===== src/rtl/bitslice_alu.sv =====
module bitslice_alu #(
  parameter int WIDTH = 32
) (
  input  logic [WIDTH-1:0] opa,
  input  logic [WIDTH-1:0] opb,
  input  logic [2:0]       op,
  output logic [WIDTH-1:0] result,
  output logic             zero,
  output logic             ovf,
  output logic             carry_out
);
  localparam int MSB = WIDTH - 1;

  logic             negate_b;
  logic [WIDTH:0]   chain;
  logic [WIDTH-1:0] slice_out;
  logic [WIDTH-1:0] sum_bits;
  logic             set_sign;
  logic             code_valid;
  logic             arith_op;

  assign negate_b = op[2];
  assign chain[0] = negate_b;

  for (genvar i = 0; i < WIDTH; i++) begin : g_slice
    logic bi;
    logic less_in;
    assign bi          = opb[i] ^ negate_b;
    assign sum_bits[i] = opa[i] ^ bi ^ chain[i];
    assign chain[i+1]  = (opa[i] & bi) | (opa[i] & chain[i]) | (bi & chain[i]);
    if (i == 0) begin : g_lsb
      assign less_in = set_sign;
    end else begin : g_rest
      assign less_in = 1'b0;
    end
    always_comb begin
      case (op[1:0])
        2'b00:   slice_out[i] = opa[i] & bi;
        2'b01:   slice_out[i] = opa[i] | bi;
        2'b10:   slice_out[i] = sum_bits[i];
        default: slice_out[i] = less_in;
      endcase
    end
  end

  assign set_sign   = sum_bits[MSB];
  assign code_valid = (op == 3'b000) || (op == 3'b001) || (op == 3'b010) ||
                      (op == 3'b110) || (op == 3'b111);
  assign arith_op   = (op == 3'b010) || (op == 3'b110);

  assign result    = code_valid ? slice_out : '0;
  assign zero      = ~|result;
  assign carry_out = chain[WIDTH];
  assign ovf       = arith_op & (chain[MSB] ^ chain[WIDTH]);
endmodule


===== config.mk =====
export PLATFORM = sky130hd
export DESIGN_NAME = bitslice_alu
export DESIGN_NICKNAME = d
export VERILOG_FILES = /design/src/rtl/bitslice_alu.sv
export SDC_FILE = /design/constraint.sdc
export NUM_CORES = 1
export LEC_CHECK = 0
export ABC_AREA = 1
export CORE_ASPECT_RATIO = 1.2
export CORE_UTILIZATION = 50
export DETAILED_ROUTE_END_ITERATION = 12
export PLACE_DENSITY = 0.95
export SETUP_SLACK_MARGIN = 0.3
export SYNTH_ARGS = -nofsm -noshare
export SYNTH_HDL_FRONTEND = slang
export SYNTH_SLANG_ARGS = --single-unit

===== constraint.sdc =====
create_clock -name vclk -period 34.5
set_input_delay 8.625 -clock vclk [all_inputs]
set_output_delay 8.625 -clock vclk [all_outputs]
set_load 0.005 [all_outputs]

==> results of run 1 <==
==> power by group <==
group	internal, mW	switching [mW]	leakage [nW]
sequential	0	0	0
clock	0	0	0
combinational	0.0314	0.0340	2.27
==> cell families after synthesis <==
family | count (synthesis)
AO/OA/AOI/OAI | 22
XOR/XNOR | 31
adder cells (fa/ha/maj) | 95
buffers and inverters | 132
AND/OR/NAND/NOR | 199
==> area by class of cell <==
class,count,area [µm²],share of cell area
Multi-Input combinational cell,347,2633,0.6266
Timing Repair Buffer,105,1039,0.2472
Inverter,114,427.9,0.1018
Tap cell,82,102.6,0.02442
==> per-stage QoR <==
stage	hold WS, ns	power, mW
2_1_floorplan	17.43	0.03733
3_3_place_gp	18.44	0.06179
3_5_place_dp	18.46	0.06509
4_1_cts	18.47	0.06539
5_1_grt	18.55	0.07377
6_report	18.47	0.06538
==> cell usage in the layout (no fill, tap or decap) <==
cell             instances
buf_2                    1
nor2_2                   2
nand2_2                  1
nand3b_1                 6
o21ai_0                 14
a31oi_1                  7
nand2_1                142
ha_1                    64
buf_4                    3
inv_1                  111
inv_2                    3
clkdlybuf4s50_1        101
xnor2_1                 31
a21oi_1                  1
nand3_1                 35
fa_1                    31
nor2_1                  13
==> final timing paths <==
check | end | slack, ns | depth (start not counted)
max | zero | 3.13 | 47
min | result[0] | 18.47 | 7
==> routing by layer <==
| metal | vias to the layer above | share of wire | wire length, µm | GRT usage |
|---|---|---|---|---|
| li1 | 1561 | - | - | - |
| met1 | 1460 | 0.38 | 3075 | 0.2766 |
| met2 | 129 | 0.53 | 4267 | 0.4808 |
| met3 | 29 | 0.065 | 525 | 0.02593 |
| met4 | 0 | 0.031 | 250 | 0.1149 |
| met5 | - | 0 | 0 | 0 |
==> results.yml, run 1 <==
final_layout:
  seqCellArea_um2: 0
  final_cells: 648
  layout.nets: 730
  syn_to_final_growth_pct: 33.52
  drive_above_1_share: 0.01767
  nClkBuffers: 0
  final_util: 0.6944
  antenna_cells: 0
  num-fill-cells: 487
  final_design_area_no_fill_mm2: 0.004202
  seq_cell_count: 0
place:
  place_ws_ns: 3.262
  gp_congestion: 0.8436
  dp_hpwl_um: 6683
  numPortBuffers: 102
  dp_cells: 648
  placed_cell_area_mm2: 0.004202
routing:
  ant_nets: 0
  vias: 3179
  first_iter_violations: 170
  dr.pass1.iters: 4
  routed_wirelength_um: 8119
  route.detailed.drc: 0
  via_per_inst: 4.906
  routedWlPerCell_um: 12.53
worst_setup_path:
  endpoint_kind: "primary output"
  path_delay_family: "adder cells"
  crit_type: "input port to primary output"
  crit_required_ns: 25.87
  slowest_stage: "clkdlybuf4s50_1"
  cp_common_cell: "fa_1"
  start_kind: "input port"
  cp_data_arrival_time_ns: 22.75
  cp-startpoint: "op[2]"
  critical_path_buf_inv_count: 7
  critical-path-max-stage-delay_ns: 0.54
  path_max_fanout: 35
timing:
  timing.fmax_mhz: 31.87
  rsz0062_at_grt: "false"
  worst_slew_pin_slew_ns: 0.9733
  finalHoldViolations: 0
  maxSlewHeadroom: 0.3505
  setup_ws_ns: 3.127
  fin_crit_sh: 0.9094
  slew_violations: 0
  finalSetupViolCount: 0
  min_period_ns: 31.37
  fin_tns_setup_ns: 0
min_path:
  hp-start: "op[2]"
  hold_path_class: "input port to primary output"
synthesis:
  netlist.area_leader.share: 0.2545
  synth_compound_area_frac: 0.03777
  yosysTopAreaCell: "ha_1"
  synth_mux_area_frac: 0
  yosysWarnings: 0
  syn_inst: 479
  synth_cell_type_count: 17
  synth_fp_nets: 641
  synthTopCellsByCount: "nand2_1, inv_1, ha_1"
  synth_xor_area_frac: 0.08628
  ys_top_cells_by_area: "ha_1, fa_1, nand2_1"
  yosysSeqAreaShare: 0
  synthesis.area_mm2: 0.003147
  synth_simple_gate_area_share: 0.2600
  synth_adder_area_share: 0.4517
  synth.most_common_cell: "nand2_1"
  avgSynthCellArea_um2: 6.569
  synth_top_family_by_area: "adder cells"
floorplanning:
  die_h_um: 88.91
  start_util: 0.5201
  die_x_um: 74.42
  die-area_mm2: 0.006616
  core_mm2: 0.006051
  num_rows: 31
  ios: 102
power_and_ir_drop:
  ir_worst_vdd_v: 0.00001143
  p_leak_nw: 2.271
  p_per_area_mw_per_mm2: 15.56
global_routing:
  grt_use_total: 0.2525
  antenna_found_initial: 0
  grt_pass1_wl_um: 13140
  grt_overflow: 0
  grt_start_max_net_pins: 36
  grt_pass1_vias: 3215
clock_tree:
  post_cts_buffers: 0
  cts-resized-gates: 0
  hold_buffers: 0
job:
  maxCapViolCount: 0
status:
  outcome: "complete, no violations"
Power figures use the tool's default switching activity.
==> run 2: changes to the inputs <==
--- a/config.mk
+++ b/config.mk
@@ -10,6 +10,7 @@
 export CORE_UTILIZATION = 50
 export DETAILED_ROUTE_END_ITERATION = 12
 export PLACE_DENSITY = 0.95
+export REMOVE_ABC_BUFFERS = 1
 export SETUP_SLACK_MARGIN = 0.3
 export SYNTH_ARGS = -nofsm -noshare
 export SYNTH_HDL_FRONTEND = slang
==> run 2 against run 1 <==
  * Critical endpoint unchanged
  * Highest routed layer unchanged
  * Largest cell class unchanged
  * Worst setup slack better by 0.16 ns
  * Via count is 0.22% higher
  * Critical path depth is the same
  * Non-clock buffer count is the same
  * Die area is the same
  * Maximum frequency grew 0.51%
  * Hold slack better by 0.024 ns
  * Count of clock-buffer cells in the layout unchanged
  * First-iteration DRC count down 32%
  * Wire length down 1.4%
  * Global-route usage decreased by 0.44 points
==> results.yml, run 2 (synthesis gave the netlist of run 1 again) <==
worst_setup_path:
  critical_path_buf_inv_count: 7
  crit_required_ns: 25.87
  path_delay_family: "adder cells"
  path_max_fanout: 35
  crit_type: "input port to primary output"
  critical_path_cell_count: 47
  cp_common_cell: "fa_1"
  start_kind: "input port"
  slowest_stage: "buf_4"
  endpoint_kind: "primary output"
  critical-path-max-stage-delay_ns: 0.46
  cp_data_arrival_time_ns: 22.59
routing:
  routedWlPerCell_um: 12.35
  vias: 3186
  dr.pass1.iters: 4
  ant_nets: 0
  first_iter_violations: 115
  via_per_inst: 4.917
  routed_wirelength_um: 8006
  route.detailed.drc: 0
final_layout:
  num-fill-cells: 509
  syn_to_final_growth_pct: 33.52
  nClkBuffers: 0
  drive_above_1_share: 0.01767
  final_cell_mix: "nand2_1, inv_1, clkdlybuf4s50_1, ha_1, nand3_1"
  antenna_cells: 0
  seqCellArea_um2: 0
  seq_cell_count: 0
  layout.nets: 730
  multiInputGateArea_mm2: 0.002633
  layout_commonest_cell: "nand2_1"
  final_util: 0.6944
power_and_ir_drop:
  p_leak_nw: 2.271
  p_per_area_mw_per_mm2: 15.38
  ir_worst_vdd_v: 0.000008368
  p_total_mw: 0.06464
timing:
  worst_slew_pin_slew_ns: 1.054
  hold_ws_ns: 18.49
  maxSlewHeadroom: 0.2967
  rsz0062_at_grt: "false"
  setup_ws_ns: 3.285
  slew_violations: 0
  fin_tns_setup_ns: 0
  fin_crit_sh: 0.9048
  finalSetupViolCount: 0
  finalHoldViolations: 0
  min_period_ns: 31.22
  timing.fmax_mhz: 32.04
place:
  gp_congestion: 0.8189
  dp_hpwl_um: 6544
  place_ws_ns: 3.349
  numPortBuffers: 102
job:
  maxCapViolCount: 0
global_routing:
  grt_pass1_wl_um: 13130
  grt_start_max_net_pins: 36
  gr-max-usage-layer: "met2"
  met3_usage: 0.02255
  grt_use_total: 0.2481
  antenna_found_initial: 0
  grt_use_met1: 0.2713
  grt_overflow: 0
  met2_usage: 0.4988
  grt_pass1_vias: 3229
clock_tree:
  post_cts_buffers: 0
  hold_buffers: 0
  cts-resized-gates: 0
floorplanning:
  die_h_um: 88.91
  num_rows: 31
  die_x_um: 74.42
  core_mm2: 0.006051
  start_util: 0.5201
  ios: 102
  die-area_mm2: 0.006616
status:
  outcome: "complete, no violations"
min_path:
  hold_depth: 7
  hold_path_class: "input port to primary output"
run 2: cell type report:
| cell class | instances | share of cell area |
|---|---|---|
| multi-input cells | 347 | 0.6266 |
| repair buffers | 105 | 0.2472 |
| inverters | 114 | 0.1018 |
| well taps | 82 | 0.02442 |
run 2: report_power, final:
group          internal [mW]  leakage (nW)  switching (mW)  total (mW)
clock                      0             0               0           0
sequential                 0             0               0           0
combinational         0.0312          2.27          0.0334      0.0646
run 2: per-stage QoR:
| stage | instances | area [µm²] |
|---|---|---|
| 2_1_floorplan | 461 | 3058 |
| 3_3_place_gp | 648 | 4202 |
| 3_5_place_dp | 648 | 4202 |
| 4_1_cts | 648 | 4202 |
| 5_1_grt | 648 | 4202 |
| 6_report | 648 | 4202 |
run 2: per-layer routing:
layer  share of wire  vias up
li1                -     1562
met1            0.38     1492
met2            0.56      122
met3           0.053       10
met4           0.012        0
met5               0        -
run 2: worst paths after layout:
path  start        end  slack [ns]
max   op[2]       zero        3.28
min   op[2]  result[0]       18.49
